### config.mk
export PLATFORM = sky130hd
export DESIGN_NAME = prbs_tx_top
export DESIGN_NICKNAME = d
export VERILOG_FILES = /design/src/rtl/prbs_tx_pkg.sv /design/src/rtl/prbs_tx_en_filter.sv /design/src/rtl/prbs_tx_lane_gen.sv /design/src/rtl/prbs_tx_lane_mux.sv /design/src/rtl/prbs_tx_top.sv
export SDC_FILE = /design/constraint.sdc
export NUM_CORES = 1
export LEC_CHECK = 0
export ABC_AREA = 1
export ABC_CLOCK_PERIOD_IN_PS = 980
export BUFFER_PORTS_ARGS = -buffer_cell sky130_fd_sc_hd__buf_4
export CAP_MARGIN = 20
export CORE_ASPECT_RATIO = 1.2
export CORE_MARGIN = 2
export CORE_UTILIZATION = 46
export CTS_BUF_LIST = sky130_fd_sc_hd__clkbuf_16
export DETAILED_ROUTE_END_ITERATION = 8
export PLACE_DENSITY_LB_ADDON = 0.3
export SETUP_SLACK_MARGIN = 0.3
export SLEW_MARGIN = 30
export SYNTH_ARGS = -nofsm -noshare
export SYNTH_HDL_FRONTEND = slang
export SYNTH_HIERARCHICAL = 1
export SYNTH_SLANG_ARGS = --single-unit
### constraint.sdc
create_clock -name clk -period 0.98 [get_ports clk]
set_input_delay 0.098 -clock clk [delete_from_list [all_inputs] [get_ports clk]]
set_output_delay 0.098 -clock clk [all_outputs]
set_load 0.01 [all_outputs]
### src/rtl/prbs_tx_pkg.sv
package prbs_tx_pkg;

    localparam int LFSR_W = 7;

    typedef logic [LFSR_W-1:0] lfsr_t;

    localparam lfsr_t LFSR_SEED = '1;

    typedef enum logic {
        MODE_PASS = 1'b0,
        MODE_TEST = 1'b1
    } tx_mode_e;

    // One step of the x^7 + x^6 + 1 recurrence; the emitted bit is the MSB.
    function automatic lfsr_t lfsr_step(input lfsr_t s);
        return {s[LFSR_W-2:0], s[LFSR_W-1] ^ s[LFSR_W-2]};
    endfunction

endpackage

### src/rtl/prbs_tx_en_filter.sv
module prbs_tx_en_filter
    import prbs_tx_pkg::*;
#(
    parameter int RUN_LEN = 4
) (
    input  logic clk,
    input  logic rst,
    input  logic req_i,
    output logic test_o
);

    localparam int CNT_W = (RUN_LEN > 2) ? $clog2(RUN_LEN) : 1;
    localparam logic [CNT_W-1:0] CNT_LAST = CNT_W'(RUN_LEN - 1);

    tx_mode_e         mode_q;
    logic [CNT_W-1:0] run_q;
    logic             differs;

    assign differs = req_i != (mode_q == MODE_TEST);
    assign test_o  = (mode_q == MODE_TEST);

    always_ff @(posedge clk) begin
        if (rst) begin
            mode_q <= MODE_PASS;
            run_q  <= '0;
        end else if (!differs) begin
            run_q <= '0;
        end else if (run_q == CNT_LAST) begin
            mode_q <= (mode_q == MODE_TEST) ? MODE_PASS : MODE_TEST;
            run_q  <= '0;
        end else begin
            run_q <= run_q + 1'b1;
        end
    end

    // Independent run trackers used only by the checks below.
    localparam int CHK_W = $clog2(RUN_LEN + 1) + 1;
    localparam logic [CHK_W-1:0] CHK_MAX = CHK_W'(RUN_LEN);

    logic [CHK_W-1:0] hi_run_q, lo_run_q;

    always_ff @(posedge clk) begin
        if (rst) begin
            hi_run_q <= '0;
            lo_run_q <= '0;
        end else begin
            hi_run_q <= req_i ? ((hi_run_q == CHK_MAX) ? hi_run_q : hi_run_q + 1'b1) : '0;
            lo_run_q <= req_i ? '0 : ((lo_run_q == CHK_MAX) ? lo_run_q : lo_run_q + 1'b1);
        end
    end

    assert_enter_after_run_R2: assert property (@(posedge clk) disable iff (rst)
        $rose(test_o) |-> (hi_run_q >= CHK_MAX));

    assert_leave_after_run_R3: assert property (@(posedge clk) disable iff (rst)
        $fell(test_o) |-> (lo_run_q >= CHK_MAX));

endmodule

### src/rtl/prbs_tx_lane_gen.sv
module prbs_tx_lane_gen
    import prbs_tx_pkg::*;
#(
    parameter int SYM_W = 8
) (
    input  logic             clk,
    input  logic             rst,
    input  logic             active_i,
    output logic [SYM_W-1:0] sym_o
);

    lfsr_t state_q;
    lfsr_t chain [SYM_W+1];

    assign chain[0] = state_q;

    for (genvar k = 0; k < SYM_W; k++) begin : g_step
        assign chain[k+1]        = lfsr_step(chain[k]);
        assign sym_o[SYM_W-1-k]  = chain[k][LFSR_W-1];
    end

    always_ff @(posedge clk) begin
        if (rst || !active_i) begin
            state_q <= LFSR_SEED;
        end else begin
            state_q <= chain[SYM_W];
        end
    end

    assert_state_nonzero_R1: assert property (@(posedge clk) disable iff (rst)
        state_q != '0);

    assert_seed_on_entry_R6: assert property (@(posedge clk) disable iff (rst)
        $rose(active_i) |-> (state_q == LFSR_SEED));

    assert_advance_each_clock_R7: assert property (@(posedge clk) disable iff (rst)
        (active_i && $past(active_i)) |-> (state_q != $past(state_q)));

endmodule

### src/rtl/prbs_tx_lane_mux.sv
module prbs_tx_lane_mux #(
    parameter int LANES = 4,
    parameter int SYM_W = 8
) (
    input  logic                   test_i,
    input  logic [LANES*SYM_W-1:0] payload_i,
    input  logic [LANES*SYM_W-1:0] gen_i,
    output logic [LANES*SYM_W-1:0] lane_o
);

    for (genvar l = 0; l < LANES; l++) begin : g_lane
        assign lane_o[l*SYM_W +: SYM_W] = test_i ? gen_i[l*SYM_W +: SYM_W]
                                                 : payload_i[l*SYM_W +: SYM_W];
    end

endmodule

### src/rtl/prbs_tx_top.sv
module prbs_tx_top #(
    parameter int LANES     = 4,
    parameter int PAYLOAD_W = 32,
    parameter int RUN_LEN   = 4
) (
    input  logic                 clk,
    input  logic                 rst,
    input  logic                 test_req_i,
    input  logic [PAYLOAD_W-1:0] payload_i,
    output logic                 test_active_o,
    output logic [PAYLOAD_W-1:0] lane_sym_o
);

    localparam int SYM_W = PAYLOAD_W / LANES;

    logic                 test_mode;
    logic [PAYLOAD_W-1:0] gen_sym;

    prbs_tx_en_filter #(.RUN_LEN(RUN_LEN)) u_filter (
        .clk    (clk),
        .rst    (rst),
        .req_i  (test_req_i),
        .test_o (test_mode)
    );

    for (genvar l = 0; l < LANES; l++) begin : g_gen
        prbs_tx_lane_gen #(.SYM_W(SYM_W)) u_gen (
            .clk      (clk),
            .rst      (rst),
            .active_i (test_mode),
            .sym_o    (gen_sym[l*SYM_W +: SYM_W])
        );
    end

    prbs_tx_lane_mux #(.LANES(LANES), .SYM_W(SYM_W)) u_mux (
        .test_i    (test_mode),
        .payload_i (payload_i),
        .gen_i     (gen_sym),
        .lane_o    (lane_sym_o)
    );

    assign test_active_o = test_mode;

endmodule

==> results_dict.tcl <==
set metrics [dict create \
    status "finished with violations" \
    violations "negative setup slack" \
    die_area_mm2 0.004950 \
    clockRootBuffer "clkbuf_16" \
    cts_hold_buf 0 \
    crit_slowest_cell "dfxtp_4" \
    swShare_pct 22.90 \
    grt_first_pass_wirelength_mm 7.369 \
    period_needed_ns 1.250 \
    skew_ns 0.001904 \
    final_cells 430 \
    fin_crit_sh_pct 127.6 \
    pwr-share-clk_pct 44.2 \
    firstDrtPassIters 4 \
    seq_area_frac_synth_pct 30.66 \
    crit_top_cell "buf_4" \
    p_int_mw 2.467 \
    path_delay_family "buffers and inverters" \
    grt_usage_pct 18.41 \
    grt_max_degree 17 \
    drtIter0Drc 81 \
    setup_viol 61 \
    path_cells "buf_4, buf_6, nand2_1, nand2_2, buf_4" \
    hold_path.class "in -> reg" \
    seqPwrFrac_pct 40.3 \
    path_class "reg -> out" \
    dieWidth_um 64.56 \
    setup_ws_ns -0.2704 \
    finalHoldViolations 0 \
    syn_area_mm2 0.002024 \
    ant_nets 0 \
    wl_per_cell_um 10.36 \
    hpwlAfterDp_mm 2.981 \
    finalNetCount 409 \
    netlist_instances 321 \
    reg2reg_slack_ns -0.23 \
    gp_congestion 0.7559 \
    antenna_found_initial 0 \
    worst_setup_path_end_kind "output port" \
    rsz0062_at_grt "yes" \
    synth-seq-cells 31 \
    min-delay-start "rst" \
    maxCapViolCount 0 \
    synth_cell_types 17 \
    timing.final.max_slew_violations 0 \
    comb_power_share_pct 15.5 \
    cts_buffers 5 \
    startpoint_type "flip-flop" \
    die_h_um 76.67 \
    routed_via_density 4.621 \
    r2r_start "u_filter/test_o$_SDFFE_PP0P_" \
    antenna_cells 0 \
    drive_gt1_share_pct 51.87 \
    power_density_mw_per_mm2 1128 \
    peakVddDrop_mv 1.017 \
    crit_path_start "u_filter/test_o$_SDFFE_PP0P_" \
    fin_setup_tns_ns -12.33 \
    io_buffer_count 67 \
    ys_warn_count 6 \
    clk_pin_slew_ns 0.05 \
    placedCellCount 414 \
    areaGrowthSynthToFinish_pct 40.11 \
    synth_fp_nets 357 \
    routed_wl_mm 4.453 \
    synth_area_per_cell_um2 6.307 \
    core_mm2 0.004262 \
    p_sw_mw 0.7329 \
    worstSkewPairLatency_ns 0.27 \
    row_count 26 \
    drcViolationCount 0 \
    grt.overflow.total 0 \
    arrival_ns 1.15 \
    critPathMaxFanout 7 \
    start_util_pct 47.50 \
    htree_levels 2 \
    cts_buffer_depth 2 \
    grt_pass1_vias 1773 \
    slew_headroom_pct 81.68 \
    io_pins 68 \
    crit_required_ns 0.88 \
    max_clock_freq_mhz 799.8 \
    p_leak_nw 1.476 \
    cts_tree "built" \
    via_count 1987 \
    cts_sinks 31 \
    cp.buffers_inverters 3 \
    worstMarginPinSlew_ns 0.2741 \
    critPathMaxStageDelay_ns 0.37 \
]
## per-stage QoR
stage	util [%]	hold slack (ns)	worst slack [ns]	power [mW]	instance area, µm²
after global routing	66.56	0.1305	-0.3105	3.328	2836
after detailed placement	57.11	0.3929	-0.004696	1.780	2434
after floorplan	-	0.1674	0.07537	1.535	2128
after CTS	63.36	0.1101	-0.2575	3.215	2700
final	66.56	0.1115	-0.2704	3.200	2836
after global placement	57.11	0.3837	-0.003857	1.772	2434
## routing by layer
| metal | vias to the layer above | wire length, µm | GRT usage [%] | share of wire (%) |
|---|---|---|---|---|
| li1 | 1041 | - | - | - |
| met1 | 896 | 1920 | 21.45 | 43 |
| met2 | 44 | 2286 | 32.71 | 51 |
| met3 | 6 | 203 | 3.226 | 4.6 |
| met4 | 0 | 42 | 7.660 | 0.94 |
| met5 | - | 0 | 0 | 0 |
## area by class of cell
type                            instances  area [µm²]
Sequential cell                        31       635.6
Tap cell                               56       70.07
Timing Repair inverter                  1       16.27
Inverter                               37       156.4
Timing Repair Buffer                   83       643.1
Multi-Input combinational cell        214        1177
Fill cell                             395        1425
Clock inverter                          3       12.51
Clock buffer                            5       125.1
## worst paths after layout
check | cells past startpoint | to
setup / recovery | 5 | lane_sym_o[19]
hold / removal | 2 | u_filter/test_o$_SDFFE_PP0P_
setup reg to reg | 6 | g_gen[0].u_gen/state_q[4]$_SDFF_PP1_
hold reg to reg | 1 | u_filter/run_q[0]$_SDFF_PP0_
## repair_timing
item,CTS,global route
buffers inserted,5,2
hold endpoints to repair,0,0
resized for setup,25,32
gates cloned,1,0
pin swaps,8,9
endpoints found under the setup margin,64,64
## placed cells by master, fill, tap and decap left out
cell type,n
buf_4,80
inv_4,2
inv_12,2
nand2_2,54
inv_2,4
buf_12,1
clkinv_2,1
nor2_4,4
clkbuf_16,5
nor3_1,1
ha_4,1
nor2_2,1
dfxtp_2,9
nand3_1,11
inv_1,32
nand2_4,1
nand2_1,111
dfxtp_1,21
nand3_2,26
buf_6,2
dfxtp_4,1
nor2_1,4
## power by group through the flow
stage                     registers [mW]  clock network, mW  logic [mW]
after global placement              1.32                  0       0.456
after floorplan                     1.31                  0       0.224
final                               1.29               1.42       0.495
after detailed placement            1.32                  0       0.464
after global routing                1.29               1.50       0.542
after CTS                           1.29               1.44       0.486
## flip-flops by register name, indices dropped and copies added, names as in the netlist
register / cells
u_filter/run_q: 2
u_filter/test_o: 1
g_gen.u_gen/state_q: 28
## cell families (layout without fill, tap and decap cells)
| logic type | Yosys count | in the layout | share of synthesized area, % |
|---|---|---|---|
| adders and majority gates | 1 | 1 | 0.6179 |
| buffers and inverters | 76 | 129 | 23.79 |
| DFF | 31 | 31 | 30.66 |
| and+or+nand+nor | 213 | 213 | 44.93 |
## synthesized netlist by cell type
cell      count  share of area (%)
nor2_2        1               0.31
buf_6         3                1.7
nor2_1        4               0.74
nand2_2      10                3.1
inv_1        32                5.9
dfxtp_1      31                 31
inv_8         1               0.56
nand2_1     156                 29
buf_12        1               0.99
buf_4        32                 12
nor3_1        1               0.25
nand3_1      36                8.9
inv_2         4               0.74
clkbuf_8      3                2.0
ha_1          1               0.62
nand3_2       1               0.49
nor2_4        4                2.2
No activity file was read; power rests on OpenSTA's default activity.
